## src/rtl/cmdq_pkg.sv

```systemverilog
package cmdq_pkg;
  typedef enum logic [1:0] {ST_IDLE, ST_FETCH, ST_EXEC} cq_state_e;
  typedef enum logic [1:0] {TGT_EXT, TGT_FADDR, TGT_CIDX} cq_tgt_e;

  localparam logic [2:0] SEL_CFG   = 3'd0;
  localparam logic [2:0] SEL_FADDR = 3'd1;
  localparam logic [2:0] SEL_CIDX  = 3'd2;
  localparam logic [2:0] SEL_EIDX  = 3'd3;
  localparam logic [2:0] SEL_PCFG  = 3'd4;
  localparam logic [2:0] SEL_STAT  = 3'd5;

  localparam int unsigned STB_TIP  = 0;
  localparam int unsigned STB_ERR  = 1;
  localparam int unsigned STB_PAUS = 2;
  localparam int unsigned STB_PEND = 3;

  localparam logic [31:0] ENTRY_BYTES = 32'd8;

  function automatic logic [31:0] strip_flag(input logic [31:0] a);
    return {a[31:1], 1'b0};
  endfunction

  function automatic logic [31:0] next_fetch(input logic [31:0] a);
    return a + ENTRY_BYTES;
  endfunction

  function automatic cq_tgt_e classify(input logic [31:0] a,
                                       input logic [31:0] self_faddr,
                                       input logic [31:0] self_cidx);
    if (strip_flag(a) == self_faddr) return TGT_FADDR;
    if (strip_flag(a) == self_cidx)  return TGT_CIDX;
    return TGT_EXT;
  endfunction
endpackage

```

## src/rtl/cmdq_seq.sv

```systemverilog
module cmdq_seq
  import cmdq_pkg::*;
#(
  parameter logic [31:0] SELF_FADDR = 32'hF000_0004,
  parameter logic [31:0] SELF_CIDX  = 32'hF000_0008
) (
  input  logic        clk,
  input  logic        rst_n,
  input  logic        go,
  output logic        fetch_req,
  input  logic        fetch_valid,
  input  logic [63:0] fetch_rdata,
  input  logic        fetch_err,
  output logic        wr_req,
  output logic [31:0] wr_addr,
  output logic [31:0] wr_data,
  input  logic        wr_ack,
  input  logic        wr_err,
  output logic        busy,
  output logic        faddr_inc,
  output logic        faddr_ld,
  output logic        cidx_ld,
  output logic [31:0] ld_val,
  output logic        err_set,
  output logic        irq_pulse
);
  cq_state_e   state_q, state_d;
  logic [31:0] ent_addr_q, ent_val_q;
  cq_tgt_e     tgt;
  logic        entry_done;

  assign tgt     = classify(ent_addr_q, SELF_FADDR, SELF_CIDX);
  assign wr_addr = strip_flag(ent_addr_q);
  assign wr_data = ent_val_q;
  assign ld_val  = ent_val_q;
  assign busy    = (state_q != ST_IDLE);

  always_comb begin
    state_d    = state_q;
    fetch_req  = 1'b0;
    wr_req     = 1'b0;
    faddr_inc  = 1'b0;
    faddr_ld   = 1'b0;
    cidx_ld    = 1'b0;
    err_set    = 1'b0;
    entry_done = 1'b0;
    unique case (state_q)
      ST_IDLE: if (go) state_d = ST_FETCH;
      ST_FETCH: begin
        fetch_req = 1'b1;
        if (fetch_valid) begin
          if (fetch_err) begin
            err_set = 1'b1;
            state_d = ST_IDLE;
          end else begin
            faddr_inc = 1'b1;
            state_d   = ST_EXEC;
          end
        end
      end
      ST_EXEC: begin
        unique case (tgt)
          TGT_FADDR: begin
            faddr_ld   = 1'b1;
            entry_done = 1'b1;
          end
          TGT_CIDX: begin
            cidx_ld    = 1'b1;
            entry_done = 1'b1;
          end
          default: begin
            wr_req = 1'b1;
            if (wr_ack) begin
              err_set    = wr_err;
              entry_done = !wr_err;
            end
          end
        endcase
        if (entry_done || err_set) state_d = ST_IDLE;
      end
      default: state_d = ST_IDLE;
    endcase
  end

  always_ff @(posedge clk or negedge rst_n) begin
    if (!rst_n) begin
      state_q    <= ST_IDLE;
      ent_addr_q <= '0;
      ent_val_q  <= '0;
      irq_pulse  <= 1'b0;
    end else begin
      state_q   <= state_d;
      irq_pulse <= entry_done && ent_addr_q[0];
      if (faddr_inc) begin
        ent_addr_q <= fetch_rdata[31:0];
        ent_val_q  <= fetch_rdata[63:32];
      end
    end
  end
endmodule

```

## src/rtl/cmdq_regs.sv

```systemverilog
module cmdq_regs
  import cmdq_pkg::*;
#(
  parameter int unsigned IDX_W  = 8,
  parameter int unsigned PRIO_W = 3
) (
  input  logic        clk,
  input  logic        rst_n,
  input  logic        reg_wr,
  input  logic [2:0]  reg_sel,
  input  logic [31:0] reg_wdata,
  output logic [31:0] reg_rdata,
  input  logic        pause_req,
  input  logic        busy,
  input  logic        faddr_inc,
  input  logic        faddr_ld,
  input  logic        cidx_ld,
  input  logic [31:0] ld_val,
  input  logic        err_set,
  input  logic        irq_pulse,
  output logic [31:0] faddr,
  output logic        cfg_en,
  output logic        err_q,
  output logic        pend_q,
  output logic        pause_hit
);
  localparam int unsigned CFG_W = PRIO_W + 1;

  logic [CFG_W-1:0] cfg_q;
  logic [IDX_W-1:0] cidx_q, eidx_q;
  logic             pen_q;
  logic             paused;
  logic             wr_stat;

  assign cfg_en    = cfg_q[0];
  assign pause_hit = (pen_q && (cidx_q == eidx_q)) || pause_req;
  assign paused    = cfg_en && !busy && !err_q && pause_hit;
  assign wr_stat   = reg_wr && (reg_sel == SEL_STAT);

  always_ff @(posedge clk or negedge rst_n) begin
    if (!rst_n) begin
      cfg_q  <= '0;
      faddr  <= '0;
      cidx_q <= '0;
      eidx_q <= '0;
      pen_q  <= 1'b0;
      err_q  <= 1'b0;
      pend_q <= 1'b0;
    end else begin
      if (reg_wr && reg_sel == SEL_CFG)  cfg_q  <= reg_wdata[CFG_W-1:0];
      if (reg_wr && reg_sel == SEL_EIDX) eidx_q <= reg_wdata[IDX_W-1:0];
      if (reg_wr && reg_sel == SEL_PCFG) pen_q  <= reg_wdata[0];
      if (faddr_ld)                          faddr <= ld_val;
      else if (faddr_inc)                    faddr <= next_fetch(faddr);
      else if (reg_wr && reg_sel == SEL_FADDR) faddr <= reg_wdata;
      if (cidx_ld)                           cidx_q <= ld_val[IDX_W-1:0];
      else if (reg_wr && reg_sel == SEL_CIDX) cidx_q <= reg_wdata[IDX_W-1:0];
      err_q  <= err_set   || (err_q  && !(wr_stat && reg_wdata[STB_ERR]));
      pend_q <= irq_pulse || (pend_q && !(wr_stat && reg_wdata[STB_PEND]));
    end
  end

  always_comb begin
    reg_rdata = '0;
    unique case (reg_sel)
      SEL_CFG:   reg_rdata[CFG_W-1:0] = cfg_q;
      SEL_FADDR: reg_rdata = faddr;
      SEL_CIDX:  reg_rdata[IDX_W-1:0] = cidx_q;
      SEL_EIDX:  reg_rdata[IDX_W-1:0] = eidx_q;
      SEL_PCFG:  reg_rdata[0] = pen_q;
      SEL_STAT: begin
        reg_rdata[STB_TIP]  = busy;
        reg_rdata[STB_ERR]  = err_q;
        reg_rdata[STB_PAUS] = paused;
        reg_rdata[STB_PEND] = pend_q;
      end
      default: reg_rdata = '0;
    endcase
  end
endmodule

```

## src/rtl/cmdq_engine.sv

```systemverilog
module cmdq_engine
  import cmdq_pkg::*;
#(
  parameter int unsigned IDX_W      = 8,
  parameter int unsigned PRIO_W     = 3,
  parameter logic [31:0] SELF_FADDR = 32'hF000_0004,
  parameter logic [31:0] SELF_CIDX  = 32'hF000_0008
) (
  input  logic        clk,
  input  logic        rst_n,
  input  logic        reg_wr,
  input  logic [2:0]  reg_sel,
  input  logic [31:0] reg_wdata,
  output logic [31:0] reg_rdata,
  input  logic        pause_req,
  output logic        fetch_req,
  output logic [31:0] fetch_addr,
  input  logic        fetch_valid,
  input  logic [63:0] fetch_rdata,
  input  logic        fetch_err,
  output logic        wr_req,
  output logic [31:0] wr_addr,
  output logic [31:0] wr_data,
  input  logic        wr_ack,
  input  logic        wr_err,
  output logic        upd_irq
);
  logic        busy, faddr_inc, faddr_ld, cidx_ld, err_set, irq_pulse;
  logic [31:0] ld_val;
  logic        cfg_en, err_q, pend_q, pause_hit, go;

  assign go      = cfg_en && !err_q && !pause_hit;
  assign upd_irq = irq_pulse;

  cmdq_regs #(.IDX_W(IDX_W), .PRIO_W(PRIO_W)) u_regs (
    .clk(clk), .rst_n(rst_n), .reg_wr(reg_wr), .reg_sel(reg_sel),
    .reg_wdata(reg_wdata), .reg_rdata(reg_rdata), .pause_req(pause_req),
    .busy(busy), .faddr_inc(faddr_inc), .faddr_ld(faddr_ld),
    .cidx_ld(cidx_ld), .ld_val(ld_val), .err_set(err_set),
    .irq_pulse(irq_pulse), .faddr(fetch_addr), .cfg_en(cfg_en),
    .err_q(err_q), .pend_q(pend_q), .pause_hit(pause_hit)
  );

  cmdq_seq #(.SELF_FADDR(SELF_FADDR), .SELF_CIDX(SELF_CIDX)) u_seq (
    .clk(clk), .rst_n(rst_n), .go(go), .fetch_req(fetch_req),
    .fetch_valid(fetch_valid), .fetch_rdata(fetch_rdata),
    .fetch_err(fetch_err), .wr_req(wr_req), .wr_addr(wr_addr),
    .wr_data(wr_data), .wr_ack(wr_ack), .wr_err(wr_err), .busy(busy),
    .faddr_inc(faddr_inc), .faddr_ld(faddr_ld), .cidx_ld(cidx_ld),
    .ld_val(ld_val), .err_set(err_set), .irq_pulse(irq_pulse)
  );
endmodule

```

## config.mk

```make
export PLATFORM = sky130hd
export DESIGN_NAME = cmdq_engine
export DESIGN_NICKNAME = d
export VERILOG_FILES = /design/src/rtl/cmdq_pkg.sv /design/src/rtl/cmdq_seq.sv /design/src/rtl/cmdq_regs.sv /design/src/rtl/cmdq_engine.sv
export SDC_FILE = /design/constraint.sdc
export NUM_CORES = 1
export LEC_CHECK = 0
export ABC_AREA = 1
export BUFFER_PORTS_ARGS = -buffer_cell sky130_fd_sc_hd__buf_2
export CORE_UTILIZATION = 51
export DETAILED_ROUTE_END_ITERATION = 7
export PLACE_DENSITY = 0.88
export SETUP_SLACK_MARGIN = 0.5
export SLEW_MARGIN = 20
export SYNTH_ARGS = -nofsm -noshare
export SYNTH_HDL_FRONTEND = slang
export SYNTH_HIERARCHICAL = 1
export SYNTH_SLANG_ARGS = --single-unit
```

## constraint.sdc

```tcl
create_clock -name clk -period 2.6 [get_ports clk]
set_clock_uncertainty 0.15 [all_clocks]
set_input_delay 0 -clock clk [delete_from_list [all_inputs] [get_ports clk]]
set_output_delay 0 -clock clk [all_outputs]
set_load 0.005 [all_outputs]
```

# Word-level counts from Yosys, hierarchy flattened
# Index checks and enable logic that the tools add are counted.
dict set report op_classes {
  add_sub_neg 1
  n_eq_ne 15
  muxes 41
  n_reduce_logical 34
}
# op n
set op_table {}
lappend op_table {{$mux W32} 3}
lappend op_table {{$eq A31 B31 Y1 const B} 2}
lappend op_table {{$add A32 B4 Y32 const B} 1}
lappend op_table {{$mux W24} 1}
lappend op_table {{$mux W1} 22}
lappend op_table {{$logic_and A1 B1 Y1} 17}
lappend op_table {{$mux W2} 8}
lappend op_table {{$mux W8} 2}
lappend op_table {{$pmux W3 S5} 1}
lappend op_table {{$pmux W4 S3} 1}
lappend op_table {{$eq A8 B8 Y1} 1}
lappend op_table {{$eq A3 B2 Y1 const B} 2}
lappend op_table {{$eq A3 B3 Y1 const B} 2}
lappend op_table {{$logic_not A1 Y1} 6}
lappend op_table {{$pmux W1 S6} 1}
lappend op_table {{$pmux W2 S3} 1}
lappend op_table {{$eq A2 B1 Y1 const B} 2}
lappend op_table {{$eq A2 B2 Y1 const B} 2}
lappend op_table {{$logic_or A1 B1 Y1} 4}
lappend op_table {{$ne A2 B2 Y1 const B} 2}
lappend op_table {{$reduce_bool A2 Y1} 2}
lappend op_table {{$eq A3 B1 Y1 const B} 1}
lappend op_table {{$logic_not A3 Y1} 1}
lappend op_table {{$reduce_and A3 Y1} 1}
lappend op_table {{5 further kinds} 5}
dict set report word_totals {
  ff_bits 122
  in_bits 107
  output_inout_bits 131
  word_cells 102
}

# Logic depth before layout (Yosys ltp)
# Gate-level depths: netlist of run 1.
dict set report logic_depth {
  depth_word 12
  ltp_mapped 15
  mapped_depth_nobuf 14
}

# Hierarchy
# Netlist of run 1, hierarchy kept.
# module instances cells_each area_per_inst_um2
set by_module_without_submodules {}
lappend by_module_without_submodules {cmdq_regs 1 605 3921.3}
lappend by_module_without_submodules {cmdq_seq 1 405 3315.7}
lappend by_module_without_submodules {cmdq_engine 1 3 13.8}

# Least setup slack after synthesis of run 1
# OpenSTA, ideal clock, no wires.
dict set report synth_timing {
  kind {reg-to-reg}
  start {register u_seq.state_q[1]}
  end {register u_regs.faddr[5]}
  arrival_ps 1916
  path_slack_ps 413
  path_stages_with_launch 16
  synth_period_minus_slack_ps 2187
  path_cell_list {dfrtp_1 -> inv_1 -> ha_1 -> inv_1 -> nor2_2 -> nand2_1 -> inv_2 -> buf_2 -> inv_1 -> nand2_2 -> inv_2 -> buf_2 -> a22oi_1 -> o31ai_1 -> nand2_1 -> o21ai_1}
}
dict set report synth_between {
  elab_chain_cells 4
  word_cells_on_any_way 7
  cone_classes {2 x eq/ne; 4 x mux; 1 x reduce/logical}
}
# item line
set synth_lines {}
lappend synth_lines {{start: declaration} cmdq_seq.sv:27} ;# cq_state_e state_q, state_d;
lappend synth_lines {{start signal: assignment} cmdq_seq.sv:92} ;# state_q <= state_d;
lappend synth_lines {{$eq A2 B1 Y1 (*)} cmdq_seq.sv:47} ;# unique case (state_q)
lappend synth_lines {{$mux W1 (*)} cmdq_seq.sv:47}
lappend synth_lines {{net faddr_inc} cmdq_engine.sv:28} ;# logic busy, faddr_inc, faddr_ld, cidx_ld, err_set, irq_pulse;
lappend synth_lines {{$mux W32} cmdq_regs.sv:54} ;# else if (faddr_inc) faddr <= next_fetch(faddr);
lappend synth_lines {{$mux W32} cmdq_regs.sv:53} ;# if (faddr_ld) faddr <= ld_val;
lappend synth_lines {{end signal: assignment} cmdq_regs.sv:53}
lappend synth_lines {{end signal: assignment} cmdq_regs.sv:54}
lappend synth_lines {{end signal: assignment} cmdq_regs.sv:55} ;# else if (reg_wr && reg_sel == SEL_FADDR) faddr <= reg_wdata;
lappend synth_lines {{end: declaration} cmdq_regs.sv:21} ;# output logic [31:0] faddr,
# The timed path passes the listed nets; every way through them passes the cells marked *.
# A chain may end at the register's enable or synchronous reset.

# Worst setup path in the final report of run 1
dict set report layout_timing {
  start {register u_seq.ent_addr_q[11]}
  end {register u_regs.faddr[4]}
}
dict set report layout_between {
  elab_chain_cells 9
  word_cells_on_any_way 13
  cone_classes {3 x eq/ne; 9 x mux; 1 x reduce/logical}
}
# item line
set layout_lines {}
lappend layout_lines {{start: declaration} cmdq_seq.sv:28} ;# logic [31:0] ent_addr_q, ent_val_q;
lappend layout_lines {{start signal: assignment} cmdq_seq.sv:95} ;# ent_addr_q <= fetch_rdata[31:0];
lappend layout_lines {{$eq A31 B31 Y1} cmdq_pkg.sv:31} ;# if (strip_flag(a) == self_cidx) return TGT_CIDX;
lappend layout_lines {{$mux W1 (2 in a row)} cmdq_pkg.sv:31}
lappend layout_lines {{$mux W2} cmdq_pkg.sv:32} ;# return TGT_EXT;
lappend layout_lines {{$mux W2 (*)} cmdq_pkg.sv:31}
lappend layout_lines {{$eq A2 B1 Y1 (*)} cmdq_seq.sv:62} ;# unique case (tgt)
lappend layout_lines {{$mux W1 (*)} cmdq_seq.sv:62}
lappend layout_lines {{$mux W1 (*)} cmdq_seq.sv:47}
lappend layout_lines {{net faddr_ld} cmdq_engine.sv:28}
lappend layout_lines {{$reduce_bool A3 Y1 (no line) or $mux W32 (tied branches)} --}
# The timed path passes the listed nets; every way through them passes the cells marked *. The select of a mux whose other input is x is not followed.

==> results.ini, run 1 <==
[synth]
yosys.cell_types.count=37
syn_avg_cell_area_um2=7.158
ys_async_sr_fraction=1.000
yosysMostFrequentCell=nand2_1
ys.flop_type=dfrtp_1
synthTopCellsByArea=dfrtp_1, nand2_1, buf_4
synth_edf_count=0
synthCells=1013
synth_area_um2=7251
ys_ff_latch=122
yosysTopAreaCell=dfrtp_1
synthTopCellsByCount=nand2_1, nor2_1, dfrtp_1
synth_top_area_frac=0.4211
ys_warn_count=6
yosysSeqAreaShare=0.4211
synth_fp_nets=1124

[power]
vdd.ir_drop.worst_v=0.0006238
power_density_nw_per_um2=984.5
leakage_nw=5.365
finalPower_mw=10.02

[place]
dpl.hpwl_mm=16.30
numPortBuffers=236
place_congestion=0.9542
place_area_um2=8123

[cts]
clk_latency_ns=0.42
clock_path_buffers=2
cts_made_buffers=17
clk_pin_slew_ns=0.05
cts_root_buffer=clkbuf_16
cts_tree=done
clkSinkCount=122
h-tree-depth=4

[worst_setup_path]
crit_path_end_kind=register
r2r_cells=12
worstPathRequired_ns=2.72
cp_max_fo=28
arrival_ns=2.42
cp-start-kind=register
crit_type=register to register

[global_route]
grt_pass1_wl_mm=40.72
gr-total-overflow=0
grt_max_degree=90
grt_usage=0.3651
grt_pass1_vias=7802
grt_antenna_before_repair=0

[timing]
hold_viol_final=0
slew_viol_final=0
setup_viol=0
setup_tns_ns=0
fmax_mhz=435.7
whs_ns=0.01944
fin_crit_ns=2.295
rsz0062_at_grt=yes
finalCritPeriodShare=0.8828

[route]
wl_per_cell_um=18.26
viasPerCell=5.608
drt_iter0_drc=924
vias=8372
first_pass_iters=6
drtAntennaViolNets=0
drc=0
wl_mm=27.27

[floorplanning]
fp.dieW_um=121.2
rows=43
start_util=0.5224
dieArea_um2=14700
ios=238
core_um2=13880
die_y_um=121.2

[final_layout]
utilization=0.7333
drive_above_1_share=0.2734
syn_to_final_growth_pct=40.38
fin_nets=1413
stdcell_area_um2=10180
diodes=0

[run_status]
status=finished, final reports clean

[run]
cap_violations=0

[min_path]
hold_class=primary input to asynchronous set/reset pin

-- power breakdown --
group / internal (mW) / leakage [nW] / switching [mW]
sequential: 2.70 / 1.48 / 0.961
clock: 1.59 / 0.298 / 0.846
combinational: 1.58 / 3.59 / 2.34
-- final timing paths --
path | from | to | slack, ns
max | u_seq/ent_addr_q[11] | u_regs/faddr[4] | 0.30
min | rst_n | u_regs/faddr[28] | 0.02
max reg2reg | u_seq/ent_addr_q[11] | u_regs/faddr[4] | 0.30
min reg2reg | u_seq/irq_pulse | u_regs/pend_q | 0.30
max in group asynchronous | rst_n | u_regs/faddr[15] | 1.87
min in group clk | pause_req | u_seq/state_q[0] | 0.11
-- metal layers --
layer	global-route usage	routed length [um]	vias up	part of all wire
li1	-	-	3696	-
met1	0.4513	9904	3877	0.36
met2	0.5757	12670	653	0.46
met3	0.09492	3237	146	0.12
met4	0.2137	1453	0	0.053
met5	0	0	-	0
-- timing repair --
action,CTS,global route
pin swaps,1,14
resized for setup,14,66
endpoints found under the hold margin,244,0
endpoints found under the setup margin,77,103
cloned,0,2
hold buffers,109,0
setup buffers,2,6
-- metrics by stage --
stage               std cells  setup slack, ns
floorplan                1013           0.5023
global placement         1344           0.3454
detailed placement       1344           0.2677
CTS                      1485           0.4670
global route             1493           0.2529
finish                   1493           0.3046
-- area by class of cell --
type                    instances  area (um^2)
inverters                     115        464.2
repair inverters                2        17.52
flip-flops and latches        122         3053
repair buffers                363         2499
well taps                     180        225.2
multi-input cells             681         3318
clock inverters                 8        117.6
fillers                       986         3702
clock buffers                  22        484.2
-- cells in the final DEF (no fill, tap or decap), drive strengths merged, types with 5 or more instances in the layout --
cell type / synthesis / routed
o21ai: 60 / 60
dfrtp: 122 / 122
o22ai: 6 / 6
nor2: 137 / 137
inv: 115 / 115
clkinv: 0 / 6
a22o: 20 / 20
nand2: 342 / 342
o211ai: 14 / 14
a21oi: 25 / 25
a22oi: 7 / 7
dlygate4sd3: 0 / 108
nand3: 30 / 30
nor3: 5 / 5
buf: 88 / 255
clkbuf: 7 / 22
xor2: 11 / 11
a31oi: 5 / 5
-- registers in the layout, indices dropped and copies added (netlist names) --
name,cells
u_regs/cidx_q,8
u_seq/irq_pulse,1
u_seq/state_q,2
u_regs/faddr,32
u_seq/ent_addr_q,32
u_seq/ld_val,32
u_regs/pend_q,1
u_regs/err_q,1
u_regs/pen_q,1
u_regs/cfg_q,4
u_regs/eidx_q,8
-- cell families (layout without fill, tap and decap cells) --
group                      count (synthesis)  count (layout)  share of synthesized area
and+or+nand+nor                          517             517                     0.2825
other                                      1               1                  0.0005172
adders and majority gates                  4               4                   0.006903
xor gates and xnor gates                  13              13                    0.01570
buffers and inverters                    210             510                     0.1470
DFF                                      122             122                     0.4211
AOI/OAI and AO/OA                        146             146                     0.1263
-- critical path: stages, from the launching register on --
cell and delay (ns):
dfrtp_1 0.41, inv_2 0.08, nand2_2 0.06, nor2_2 0.13, nand2_2 0.10, nor2_4 0.16, nand2_4 0.08, nor2_4 0.16
inv_4 0.08, nand2_2 0.15, inv_6 0.13, a221oi_1 0.32, o21ai_1 0.14
(Power assumes the default switching activity.)
==> inputs of run 2 (changes only) <==
ABC_AREA = 0   (was 1)
PLACE_DENSITY = 0.89   (was 0.88)
==> run 2 against run 1 <==
Effect of this change:
- the run now ends with design-rule violations, negative setup slack left
- hold slack worse by 0.0012 ns
- global-route usage is 1.7 points higher
- first-iteration DRC count rose by 32%
- sequential cell count is the same
- synthesized cell count fell by 20%
- routed wire length is 4.9% higher
- combinational power down 11%
- total power is 0.36% higher
- register-to-register slack got worse by 0.39 ns
- design area grew 2.9%
- clock power increased by 9.4%
- via count is 2.6% lower
- highest routed layer unchanged
==> results.ini, run 2 <==
[worst_setup_path]
crit_path_end_kind=register
critPathLaunch=u_seq/ent_addr_q[4]
cp-start-kind=register
crit_type=register to register
arrival_ns=2.82
cp_max_fo=22
timing.rr.start=u_seq/ent_addr_q[4]
worstPathRequired_ns=2.74

[route]
viasPerCell=6.198
drc=11
first_pass_iters=8
drt_iter0_drc=1217
drtAntennaViolNets=0
wl_per_cell_um=21.74
vias=8157
wl_mm=28.61

[timing]
setup_viol=4
fmax_mhz=372.9
rsz0062_at_grt=yes
whs_ns=0.01824
finalCritPeriodShare=1.031
fin_crit_ns=2.682
slew-limit-headroom=0.5150
worst_pin_slew_ns=0.7275
fin_ws_ns=-0.08179
hold_viol_final=0
slew_viol_final=0

[synth]
ys_async_sr_fraction=1.000
synth_fp_nets=926
synthCells=815
ys_ff_latch=122
ys_warn_count=6
yosysSeqAreaShare=0.4324
synthXorXnorAreaFrac=0.01613
yosysMostFrequentCell=nand2_1
yosysTopAreaCell=dfrtp_1
ys.flop_type=dfrtp_1
syn_avg_cell_area_um2=8.663
synth_edf_count=0
synth_area_um2=7061
synthTopCellsByArea=dfrtp_1, nand2_1, buf_4
yosys.cell_types.count=66
synth_top_area_frac=0.4324
synth_top_family_by_area=simple AND/OR/NAND/NOR gates
synthMuxAreaShare=0.05281
synth-simple-area-share=0.2619
synthTopCellsByCount=nand2_1, dfrtp_1, buf_4
synth_compound_area_frac=0.1235
synth_fa_ha_area_frac=0.007088

[final_layout]
diodes=0
fin_nets=1238
drive_above_1_share=0.3491
final_common_cell=buf_2
syn_to_final_growth_pct=48.40
final_cell_mix=buf_2, nand2_1, dfrtp_1, dlygate4sd3_1, buf_4

[cts]
clk_pin_slew_ns=0.06
cts_tree=done
clock_path_buffers=2
cts_root_buffer=clkbuf_16
clk_latency_ns=0.42
cts_made_buffers=17
h-tree-depth=4
clkSinkCount=122

[floorplanning]
ios=238
start_util=0.5290
rows=42
core_um2=13350
fp.dieW_um=119.7
die_y_um=119.7
dieArea_um2=14320

[power]
leakage_nw=5.209
vdd.ir_drop.worst_v=0.0006756
power_density_nw_per_um2=959.9

[run]
cap_violations=0

[place]
numPortBuffers=236
place_ws_ns=-0.05301
place_congestion=0.9167
dpl.hpwl_mm=14.69

[global_route]
grt_antenna_before_repair=0
grt_pass1_wl_mm=41.90
grt_pass1_vias=7925
grt_usage=0.3817
gr-total-overflow=0
grt_max_degree=65

[run_status]
violations=design-rule violations, negative setup slack
status=complete, but fails checks

[min_path]
hold_class=primary input to asynchronous set/reset pin

[run 2: what timing repair did]
| action | 4_1_cts | 5_1_grt |
|---|---|---|
| buffers inserted | 18 | 8 |
| setup endpoints to repair | 80 | 82 |
| gates cloned | 4 | 3 |
| resized for setup | 46 | 49 |
| pin swaps | 10 | 20 |
| hold buffers | 104 | 0 |
| endpoints found under the hold margin | 244 | 0 |
[run 2: report_power, final]
group	internal (mW)	switching (mW)	total [mW]
clock network	1.77	0.895	2.67
registers	2.69	1.19	3.89
logic	1.68	1.83	3.50
total	6.14	3.91	10.1
[run 2: worst paths after layout]
path	endpoint	slack, ns	depth (start not counted)
setup / recovery	u_regs/faddr[19]	-0.08	9
hold / removal	u_regs/faddr[25]	0.02	2
setup reg to reg	u_regs/faddr[19]	-0.08	9
hold reg to reg	u_seq/ent_addr_q[0]	0.34	2
max in group asynchronous	u_regs/eidx_q[7]	1.59	3
min in group clk	u_seq/state_q[1]	0.05	6
[run 2: metal layers]
metal / share of wire / track usage / vias up
li1: - / - / 3384
met1: 0.34 / 0.4417 / 3807
met2: 0.48 / 0.6452 / 757
met3: 0.11 / 0.08460 / 209
met4: 0.063 / 0.2313 / 0
met5: 0 / 0 / -
[run 2: final cells by class]
| class | count | area (um^2) |
|---|---|---|
| multi-input combinational | 572 | 3468 |
| sequential | 122 | 3054 |
| timing repair buffer | 404 | 3032 |
| fill | 766 | 2870 |
| clock buffer | 20 | 466.7 |
| tap | 176 | 220.2 |
| clock inverter | 12 | 193.9 |
| inverter | 10 | 42.54 |
[run 2: metrics by stage]
| stage | setup TNS, ns | instance area [um^2] | utilization | std cells | total power [mW] |
|---|---|---|---|---|---|
| 2_1_floorplan | 0 | 7166 | - | 815 | 5.535 |
| 3_3_place_gp | 0 | 8080 | 0.6054 | 1147 | 6.387 |
| 3_5_place_dp | -0.05301 | 8080 | 0.6054 | 1147 | 6.510 |
| 4_1_cts | 0 | 10200 | 0.7642 | 1305 | 9.456 |
| 5_1_grt | -0.6966 | 10480 | 0.7850 | 1316 | 10.44 |
| 6_report | -0.1929 | 10480 | 0.7850 | 1316 | 10.06 |
[run 2: cell families (layout without fill, tap and decap cells)]
logic type	after synthesis	in the layout
DFF	122	122
AOI/OAI and AO/OA	133	133
xor gates and xnor gates	13	13
other	1	1
and+or+nand+nor	388	388
buffers and inverters	121	446
adders and majority gates	4	4
muxes	33	33
[run 2: worst max-delay path: stages (launching register included)]
cell	delay (ns)
dfrtp_1	0.41
nor4_2	0.32
nand4_1	0.19
nor2_1	0.17
and4b_2	0.34
nand2b_4	0.20
buf_12	0.17
nor4_1	0.08
a221oi_1	0.39
o2bb2ai_1	0.12
==> inputs of run 3 (changes only) <==
HOLD_SLACK_MARGIN = 0.08   (was not set)
==> run 3 against run 2 <==
Effect of this change:
- the flow finishes with violations (negative setup slack)
- routed wire length hardly changed
- die area unchanged
- fmax barely moved
- hold slack improved by 0.022 ns
- register-to-register slack is essentially flat
- global-route usage grew 0.16 points
- critical path depth up 1
- clock-buffer cell count did not move
- combinational power about the same
- clock power hardly changed
- critical endpoint is now u_regs/faddr[0]
==> results.ini, run 3 (synthesized netlist as in run 2, its figures left out) <==
[cts]
clock_path_buffers=2
cts_tree=done
clk_pin_slew_ns=0.06
cts_made_buffers=17
clk_latency_ns=0.42
clkSinkCount=122
cts_root_buffer=clkbuf_16
h-tree-depth=4

[final_layout]
multi_input_area_um2=3473
syn_to_final_growth_pct=49.07
utilization=0.7885
diodes=0
num-fill-cells=759
stdcell_area_um2=10530
fin_nets=1242
final_common_cell=buf_2
final_cell_mix=buf_2, nand2_1, dfrtp_1, dlygate4sd3_1
drive_above_1_share=0.3479
regArea_um2=3054

[floorplanning]
rows=42
die_y_um=119.7
dieArea_um2=14320
fp.dieW_um=119.7
core_um2=13350
start_util=0.5290
ios=238

[global_route]
grt_usage=0.3833
grt_max_degree=65
grt_pass1_vias=7961
gr-total-overflow=0
top_usage_layer=met2
grtUsageMet1=0.4439
grt_antenna_before_repair=0
use_met3=0.08460
grt_pass1_wl_mm=42.04
gr-usage-met2=0.6488

[place]
numPortBuffers=236
place_area_um2=8080
place_congestion=0.9167
dpl.hpwl_mm=14.69

[timing]
finalCritPeriodShare=1.032
fin_crit_ns=2.684
worst_pin_slew_ns=0.7107
slew_viol_final=0
whs_ns=0.03997
setup_viol=3
slew-limit-headroom=0.5262
hold_viol_final=0
fmax_mhz=372.5
fin_ws_ns=-0.08423
rsz0062_at_grt=yes

[power]
vdd.ir_drop.worst_v=0.0006718
leakage_nw=5.227
power_density_nw_per_um2=956.3
finalPower_mw=10.07

[worst_setup_path]
cp_slowest_cell=dfrtp_1
crit_type=register to register
reg2reg_slack_ns=-0.08
path_delay_family=simple AND/OR/NAND/NOR gates
worstPathRequired_ns=2.80
cp-start-kind=register
cp_max_fo=8
arrival_ns=2.89
crit_path_max_incr_delay_ns=0.41
reg2reg_to=u_regs/faddr[0]
crit_buf_inv=1
r2r_cells=10
cp_cell_sequence=nor4_2 -> nand4_1 -> nor2_1 -> and4b_2 -> nor2_4 -> o21ai_4 -> buf_12 -> nand3b_1 -> a21oi_1 -> a221o_1
timing.rr.start=u_seq/ent_addr_q[4]
crit_path_end_kind=register

[run_status]
status=complete, but fails checks
violations=negative setup slack

[min_path]
hold_class=primary input to register
min_path_cells=6
min_from=pause_req
holdPathEnd=u_seq/state_q[1]

[route]
wl_per_cell_um=21.68
vias=8156
first_pass_iters=8
drtAntennaViolNets=0
drt_iter0_drc=1243
viasPerCell=6.179
drc=0
wl_mm=28.62

[run]
cap_violations=0

## run 3: final cells by class
class,instances,area share
inverter,10,0.004042
clock inverter,12,0.01843
timing repair buffer,408,0.2921
tap,176,0.02092
clock buffer,20,0.04434
sequential,122,0.2902
multi-input combinational,572,0.3300
## run 3: how the worst max path moves through the flow
stage	from	endpoint	slack [ns]	depth (start not counted)
after global placement	u_seq/ent_addr_q[30]	u_regs/faddr[31]	0.02	9
after detailed placement	u_seq/ent_addr_q[29]	u_regs/faddr[31]	-0.05	9
after CTS	u_seq/ent_addr_q[27]	u_regs/faddr[19]	0.09	9
after floorplan	u_seq/ent_addr_q[16]	u_regs/faddr[31]	0.25	11
final	u_seq/ent_addr_q[4]	u_regs/faddr[0]	-0.08	10
after global routing	u_seq/ent_addr_q[15]	u_regs/faddr[0]	-0.1	10
## run 3: routing by layer
metal	wire length (um)	vias up
met1	9970	3830
met3	3042	188
met5	0	-
met2	13940	739
li1	-	3399
met4	1668	0
## run 3: what timing repair did
| action | CTS | global route |
|---|---|---|
| hold buffers | 109 | 0 |
| resized for setup | 46 | 50 |
| buffers inserted | 18 | 7 |
| cloned | 4 | 3 |
| setup endpoints to repair | 80 | 84 |
| endpoints found under the hold margin | 244 | 0 |
| pin swaps | 10 | 20 |
## run 3: where the power goes
part	internal, mW	switching [mW]
registers	2.70	1.18
clock network	1.77	0.907
logic	1.68	1.83
total	6.15	3.92
## run 3: stage by stage
| stage | setup WS, ns | cells | setup TNS [ns] |
|---|---|---|---|
| final | -0.08423 | 1320 | -0.1733 |
| after global routing | -0.09904 | 1320 | -0.6260 |
| after CTS | 0.08638 | 1310 | 0 |
| after detailed placement | -0.05301 | 1147 | -0.05301 |
| after global placement | 0.02024 | 1147 | 0 |
| after floorplan | 0.2520 | 815 | 0 |
## run 3: worst min-delay path, delay by kind of cell
kind,cells,cell delay (ns)
buffers and inverters,1,0.09
AOI/OAI and AO/OA,2,0.20
and+or+nand+nor,3,0.28
